`src/rtl/i2c_byte_master.sv`:
```
module i2c_byte_master #(
  parameter int QDIV = 4
) (
  input  logic       clk,
  input  logic       rst_n,
  input  logic       wr_en,
  input  logic [7:0] wr_data,
  input  logic       sta_set,
  input  logic       sto_set,
  input  logic       irq_clr,
  input  logic       host_ack,
  input  logic       arb_lost,
  output logic [7:0] rd_data,
  output logic       ack_o,
  output logic       irq_o,
  output logic [1:0] mode_o,
  output logic       scl_oe,
  output logic       sda_oe,
  input  logic       sda_in
);

  localparam int CW = (QDIV > 2) ? $clog2(QDIV) : 1;
  localparam logic [1:0] M_IDLE = 2'b00;
  localparam logic [1:0] M_MRX  = 2'b10;
  localparam logic [1:0] M_MTX  = 2'b11;

  typedef enum logic [2:0] {S_IDLE, S_START, S_BIT, S_ACK, S_HOLD, S_STOP} st_t;

  st_t         st;
  logic [1:0]  qc;
  logic [2:0]  bc;
  logic [CW-1:0] cnt;
  logic [7:0]  sh, dreg;
  logic        ack_q, irq_q, sta_q, sto_q, wr_pend;
  logic [1:0]  mode_q;

  wire tick = (cnt == CW'(QDIV - 1));
  wire tx   = mode_q[0];

  assign rd_data = dreg;
  assign ack_o   = ack_q;
  assign irq_o   = irq_q;
  assign mode_o  = mode_q;

  always_ff @(posedge clk or negedge rst_n)
    if (!rst_n) cnt <= '0;
    else        cnt <= tick ? '0 : cnt + 1'b1;

  always_ff @(posedge clk or negedge rst_n) begin
    if (!rst_n) begin
      st <= S_IDLE; qc <= '0; bc <= '0; sh <= '0; dreg <= '0;
      ack_q <= 1'b0; irq_q <= 1'b0; sta_q <= 1'b0; sto_q <= 1'b0;
      wr_pend <= 1'b0; mode_q <= M_IDLE;
    end else begin
      if (wr_en) begin
        dreg    <= wr_data;
        wr_pend <= 1'b1;
      end
      if (sta_set) sta_q <= 1'b1;
      if (sto_set) sto_q <= 1'b1;
      if (irq_clr) irq_q <= 1'b0;

      if (tick) begin
        qc <= qc + 2'd1;
        unique case (st)
          S_IDLE: begin
            qc <= '0;
            if (sta_q) begin
              st     <= S_START;
              mode_q <= M_MTX;
            end
          end
          S_START: if (qc == 2'd3) begin
            st      <= S_BIT;
            bc      <= '0;
            sh      <= {dreg[7:1], 1'b0};
            wr_pend <= 1'b0;
            sta_q   <= 1'b0;
          end
          S_BIT: begin
            if (qc == 2'd2 && !tx) sh <= {sh[6:0], sda_in};
            if (qc == 2'd3) begin
              bc <= bc + 3'd1;
              if (tx) sh <= {sh[6:0], 1'b0};
              if (bc == 3'd7) begin
                if (tx) st <= S_ACK;
                else begin
                  st    <= S_HOLD;
                  irq_q <= 1'b1;
                  dreg  <= sh;
                end
              end
            end
          end
          S_ACK: begin
            if (qc == 2'd2 && tx) ack_q <= ~sda_in;
            if (qc == 2'd3) begin
              if (tx) begin
                st    <= S_HOLD;
                irq_q <= 1'b1;
              end else if (sto_q) st <= S_STOP;
              else begin
                st <= S_BIT;
                bc <= '0;
              end
            end
          end
          S_HOLD: begin
            qc <= '0;
            if (!irq_q) begin
              if (!tx) begin
                st    <= S_ACK;
                ack_q <= host_ack;
              end else if (sto_q) st <= S_STOP;
              else begin
                st <= S_BIT;
                bc <= '0;
                if (wr_pend) begin
                  sh      <= dreg;
                  wr_pend <= 1'b0;
                end else mode_q <= M_MRX;
              end
            end
          end
          S_STOP: if (qc == 2'd3) begin
            st     <= S_IDLE;
            mode_q <= M_IDLE;
            sto_q  <= 1'b0;
          end
          default: st <= S_IDLE;
        endcase
      end

      if (arb_lost && st != S_IDLE) begin
        st     <= S_IDLE;
        qc     <= '0;
        mode_q <= M_IDLE;
        irq_q  <= 1'b1;
        sta_q  <= 1'b0;
        sto_q  <= 1'b0;
      end
    end
  end

  always_comb begin
    scl_oe = 1'b0;
    sda_oe = 1'b0;
    unique case (st)
      S_IDLE:  ;
      S_START: begin scl_oe = (qc == 2'd3); sda_oe = (qc != 2'd0); end
      S_BIT:   begin scl_oe = (qc == 2'd0 || qc == 2'd3); sda_oe = tx & ~sh[7]; end
      S_ACK:   begin scl_oe = (qc == 2'd0 || qc == 2'd3); sda_oe = ~tx & ack_q; end
      S_HOLD:  scl_oe = 1'b1;
      S_STOP:  begin scl_oe = (qc == 2'd0); sda_oe = (qc < 2'd2); end
      default: ;
    endcase
  end

  assert_hold_scl_low_R6: assert property (@(posedge clk) disable iff (!rst_n)
    (irq_q && st != S_IDLE) |-> scl_oe) else $error("R6 clock not held");

  assert_arb_release_R11: assert property (@(posedge clk) disable iff (!rst_n)
    (arb_lost && st != S_IDLE) |=> (!scl_oe && !sda_oe && irq_o && mode_o == M_IDLE))
    else $error("R11 arbitration exit");

  assert_sda_stable_R4: assert property (@(posedge clk) disable iff (!rst_n)
    (!scl_oe && !$past(scl_oe) && !$past(arb_lost) && st != S_START && st != S_STOP)
      |-> $stable(sda_oe)) else $error("R4 data moved with clock high");

  assert_master_mode_R2: assert property (@(posedge clk) disable iff (!rst_n)
    (st == S_BIT || st == S_ACK || st == S_HOLD) |-> mode_o[1]) else $error("R2 mode");

  assert_tx_irq_after_ack_R5: assert property (@(posedge clk) disable iff (!rst_n)
    ($rose(irq_o) && mode_o == M_MTX) |-> $past(st) == S_ACK) else $error("R5 irq timing");

  assert_rx_irq_before_ack_R8: assert property (@(posedge clk) disable iff (!rst_n)
    ($rose(irq_o) && mode_o == M_MRX) |-> $past(st) == S_BIT) else $error("R8 irq timing");

  assert_stop_exit_R10: assert property (@(posedge clk) disable iff (!rst_n)
    ($past(st) == S_STOP && st == S_IDLE && !$past(arb_lost)) |-> (mode_o == M_IDLE && !irq_o))
    else $error("R10 stop exit");

endmodule

```
`config.mk`:
```
export PLATFORM = sky130hd
export DESIGN_NAME = i2c_byte_master
export DESIGN_NICKNAME = d
export VERILOG_FILES = /design/src/rtl/i2c_byte_master.sv
export SDC_FILE = /design/constraint.sdc
export NUM_CORES = 1
export LEC_CHECK = 0
export CAP_MARGIN = 20
export CELL_PAD_IN_SITES_DETAIL_PLACEMENT = 2
export CELL_PAD_IN_SITES_GLOBAL_PLACEMENT = 2
export CORE_MARGIN = 5
export CORE_UTILIZATION = 25
export CTS_CLUSTER_DIAMETER = 40
export DETAILED_ROUTE_END_ITERATION = 7
export PLACE_DENSITY_LB_ADDON = 0.1
export SKIP_LAST_GASP = 1
export SYNTH_ARGS = -nofsm -noshare
export SYNTH_HDL_FRONTEND = slang
export SYNTH_SLANG_ARGS = --single-unit
```
`constraint.sdc`:
```
create_clock -name clk -period 2.44 [get_ports clk]
set_input_delay 0.244 -clock clk [delete_from_list [all_inputs] [get_ports clk]]
set_output_delay 0.244 -clock clk [all_outputs]
set_load 0.1 [all_outputs]
```
== Word-level counts from Yosys, hierarchy flattened ==
Index checks and enable logic that the tools add are counted.

* Register bits after elaboration: 33
* Input bits: 17
* Output and inout port bits: 14
* Logic and storage cells: 155

* Add/subtract/negate cells: 3
* Order comparisons: 1
* Eq/ne operators: 29
* Multiplexer cells: 82
* Bitwise logic cells: 5
* Reduce and logical (&&, ||, !) cells: 22

{| class="wikitable"
|+ Operator list
! cell !! count
|-
| 8-bit 2-to-1 mux || 14
|-
| 3-bit 2-to-1 mux || 19
|-
| 3-bit != test (second input constant) || 10
|-
| 1-bit 2-to-1 mux || 28
|-
| 2-bit 2-to-1 mux || 12
|-
| 8-bit one-hot mux with 3 select lines || 1
|-
| 8-bit AND reduction || 3
|-
| 2-bit != test (second input constant) || 10
|-
| 3-bit one-hot mux with 6 select lines || 1
|-
| 3-bit one-hot mux with 4 select lines || 1
|-
| 5-bit AND reduction || 2
|-
| 3-bit equality test (second input constant) || 3
|-
| 1-bit one-hot mux with 4 select lines || 2
|-
| 4-bit nonzero test || 2
|-
| 7-bit AND reduction || 1
|-
| 2-bit equality test (second input constant) || 3
|-
| 3-bit by 2-bit equality test with 1-bit output (second input constant) || 2
|-
| 1-bit one-hot mux with 2 select lines || 3
|-
| 2-bit one-hot mux with 3 select lines || 1
|-
| 2-bit nonzero test || 3
|-
| 3-bit nonzero test || 2
|-
| 2-bit by 1-bit adder with 2-bit output (second input constant) || 2
|-
| 2-bit OR reduction || 2
|-
| 3-bit by 1-bit adder with 3-bit output (second input constant) || 1
|-
| other kinds (9) || 14
|}

== Depth between registers and ports, before layout ==
* Depth in word-level cells: 7
* Depth in mapped cells: 7
* Mapped depth without buffers: 6

== Worst setup path before layout ==
Ideal clock, no wire load.

* Path kind: register -> output
* From: register mode_q[0], in the netlist mode_o[0]
* To: output sda_oe
* Data arrival time: 3.077 ns
* Data required time: 2.196 ns
* Slack: -0.881 ns
* Cell stages (with the launch flop): 5
* Buffers on the path: 2
* Cells stage by stage: dfrtp_1 buf_2 buf_1 a21oi_1 o22ai_1

* Word-level cells in the longest chain between the ends: 3
* Elaborated cells on any way between the ends: 4
* Classes of those cells: 1 x mux; 3 x bitwise

{| class="wikitable"
|+ Ends and longest elaborated chain
! element !! line !! RTL
|-
| from (decl) || 35 || <nowiki>logic [1:0] mode_q;</nowiki>
|-
| from (signal assigned) || 53 || <nowiki>wr_pend <= 1'b0; mode_q <= M_IDLE;</nowiki>
|-
| from (signal assigned) || 70 || <nowiki>mode_q <= M_MTX;</nowiki>
|-
| from (signal assigned) || 121 || <nowiki>end else mode_q <= M_MRX;</nowiki>
|-
| 1-bit inverter || 152 || <nowiki>S_ACK: begin scl_oe = (qc == 2'd0 || qc == 2'd3); sda_oe = ~tx & ack_q; end</nowiki>
|-
| 1-bit AND || 152 ||
|-
| 1-bit one-hot mux with 4 select lines (*) || 148 || <nowiki>unique case (st)</nowiki>
|-
| to (decl) || 18 || <nowiki>output logic sda_oe,</nowiki>
|}

Mark *: on every way between the ends. The rest lies on a longest branch, timed or not.

== Worst setup path after layout ==
* From: register st[2]
* To: output sda_oe

* Word-level cells in the longest chain between the ends: 2
* Elaborated cells on any way between the ends: 5
* Classes of those cells: 4 x eq/ne; 1 x mux

{| class="wikitable"
|+ Ends and longest elaborated chain
! element !! line !! RTL
|-
| from (decl) || 29 || <nowiki>st_t st;</nowiki>
|-
| from (signal assigned) || 51 || <nowiki>st <= S_IDLE; qc <= '0; bc <= '0; sh <= '0; dreg <= '0;</nowiki>
|-
| from (signal assigned) || 69 || <nowiki>st <= S_START;</nowiki>
|-
| from (signal assigned) || 74 || <nowiki>st <= S_BIT;</nowiki>
|-
| 3-bit equality test, or another cell as far along || 148 ||
|-
| 1-bit one-hot mux with 4 select lines (*) || 148 ||
|}

Marks and branches as above.

==> impl_metrics.toml <==
[detailed_routing]
ant_nets = 0
post_drt_wl_per_cell_um = 18.33
num_vias = 1860
vias_per_cell = 5.124
drt_pass1_iterations = 4
wl_um = 6655
first_iter_violations = 46
drc_errors = 0

[placement]
dp.cells = 355
dpl.hpwl_um = 4977
dpl_worst_slack_ps = 405.6
place_congestion = 0.7575
port_buffers = 30

[grt]
grt_pass1_wl_um = 11070
use_met3_pct = 3.045
grt_use_met2_pct = 22.03
gr-usage-met1_pct = 19.36
grtUsageTotal_pct = 13.94
grt_busiest_layer = "met2"
grt_overflow = 0
grt_max_degree = 34
antenna_found_initial = 0
first_global_vias = 2019

[worst_setup_path]
start_kind = "register"
criticalPathCategory = "reg -> out"
end_kind = "primary output"
critPathRequiredTime_ps = 2200
critPathMaxFanout = 15
crit_chain = "buf_4 -> mux2i_1 -> nand2_1 -> o22ai_2 -> buf_12"
worst-path-buf-inv = 2
slowest_stage = "dfrtp_1"
path_delay_family = "flip-flops"
arrival_ps = 1950
crit_path_max_incr_delay_ps = 660

[worst_hold_path]
hold_class = "in -> async"

[sta]
rsz0062_at_grt = "no"
hold_viol = 0
tightest_slew_ps = 588.9
fmax_ghz = 0.4550
setup_viol = 0
slew_headroom_pct = 60.62
finalSetupTns_ps = 0
report.final.slew_viol_count = 0
finClkSkew_ps = 8.006
post-route-period-util_pct = 90.07
finalCriticalPeriod_ps = 2198
post-route-worst-setup-slack_ps = 242.2

[yosys]
synthArstFlopShare_pct = 100.0
synth_edf_count = 0
synth_area_leader_cell = "dfrtp_1"
synth_warnings = 0
syn_area_mm2 = 0.002073
synth_area_leaders = "dfrtp_1 40%, mux2i_1 5.8%, o21ai_0 5.6%, ha_1 3.6%, nand2_1 3.6%"
synthDistinctLibCells = 52
ys_seq_area_share_pct = 39.83
yosysTopAreaCellShare_pct = 39.83
synthCells = 220
syn_nets = 243
ys_ff_latch = 33
synth_ff_type = "dfrtp_1"
avgSynthCellArea_um2 = 9.424

[clock_tree]
cts_root_buf = "clkbuf_8"
cts_resized = 0
clock-sinks = 33
path_clk_slew_ps = 80
cts_tree = "done"
htreeDepth = 2
cts_buffers = 5
clock_latency_ps = 280
clock_path_buffers = 2
postCtsSetupRepairBufs = 0
ctsHoldBuffers = 0

[outcome]
status = "finished clean"

[die]
die_h_um = 101.1
coreArea_mm2 = 0.008134
die_w_um = 101.1
placementRows = 33
initial_utilization_pct = 25.49
ioPinCount = 31
die_area_mm2 = 0.01021

[power_and_ir_drop]
powerDensity_mw_per_mm2 = 1240
worst_ir_drop_vdd_mv = 0.5265
p_leak_uw = 0.001086

[finish]
layout-drive-gt1-share_pct = 21.32
fin_nets = 280
diodes = 0
fin_util_pct = 32.76
fin_cells = 363
areaGrowthSynthToFinish_pct = 28.55

[flow_run]
drv_cap = 0
## flip-flops by register name (all words and copies together) (netlist names), 2 cells and up
name and count:
cnt 2, st 3, sh 8, qc 2, mode_o 2, bc 3, rd_data 8
## cell usage in the layout (no fill, tap or decap), drive strengths merged, types with 9 or more instances in the layout
| master | instances |
|---|---|
| a21oi | 10 |
| o22ai | 12 |
| mux2i | 12 |
| inv | 9 |
| buf | 29 |
| o21ai | 24 |
| clkdlybuf4s50 | 16 |
| dfrtp | 33 |
| nand2 | 20 |
| nor2 | 21 |
## synth_stat cells (all sizes together) (3+ instances only)
cell type / instances
a21oi: 10
o21ai: 24
ha: 6
nand2b: 7
nand2: 20
mux2i: 12
a31oi: 3
mux2: 5
clkbuf: 7
nand3b: 5
inv: 9
buf: 8
nor2: 21
a2bb2oi: 7
dfrtp: 33
o22ai: 12
## final timing paths
| check | from | endpoint | cells past startpoint | slack, ps |
|---|---|---|---|---|
| max in group asynchronous | rst_n | qc[1]$_DFFE_PN0N_ | 2 | 1750 |
| min in group clk | cnt[0]$_DFF_PN0_ | cnt[0]$_DFF_PN0_ | 1 | 430 |
| worst max-delay path | st[2]$_DFFE_PN0P_ | sda_oe | 5 | 240 |
| worst min register to register | cnt[0]$_DFF_PN0_ | cnt[0]$_DFF_PN0_ | 1 | 430 |
| worst max register to register | st[1]$_DFFE_PN0P_ | st[1]$_DFFE_PN0P_ | 5 | 400 |
| worst min-delay path | rst_n | rd_data[7]$_DFF_PN0_ | 2 | 370 |
## per-layer routing
layer / part of all wire (%) / wire [µm]
met5: 0 / 0
met4: 0.57 / 38
met3: 3.2 / 212
met2: 47 / 3153
met1: 49 / 3251
## kinds of logic (layout without fill, tap and decap cells)
| family | Yosys count | after routing | share of synthesized area (%) |
|---|---|---|---|
| muxes | 17 | 17 | 8.872 |
| xor gates and xnor gates | 1 | 1 | 0.4225 |
| adders and majority gates | 6 | 6 | 3.621 |
| DFF | 33 | 33 | 39.83 |
| AOI/OAI and AO/OA | 73 | 73 | 24.74 |
| buffers and inverters | 24 | 62 | 5.069 |
| and+or+nand+nor | 66 | 66 | 17.44 |
## report_power, final
| group | switching (µW) | internal (µW) |
|---|---|---|
| registers | 216 | 706 |
| clock network | 214 | 333 |
| logic | 1150 | 685 |
## through the flow
stage / hold slack, ps / area, µm² / power (µW)
after detailed placement: 424.7 / 2549 / 2787
final: 370.5 / 2665 / 3306
after floorplan: -51.59 / 2086 / 2197
after CTS: 388.4 / 2665 / 3352
after global routing: 405.3 / 2665 / 3527
after global placement: 417.8 / 2549 / 2786
## cell type report
cell class	count	area, µm²
Clock buffer	7	86.33
Tap cell	105	131.4
Timing Repair Buffer	45	402.9
Clock inverter	1	30.03
Inverter	9	33.78
Fill cell	913	5469
Sequential cell	33	825.8
Multi-Input combinational cell	163	1155
No activity file was read; power rests on OpenSTA's default activity.
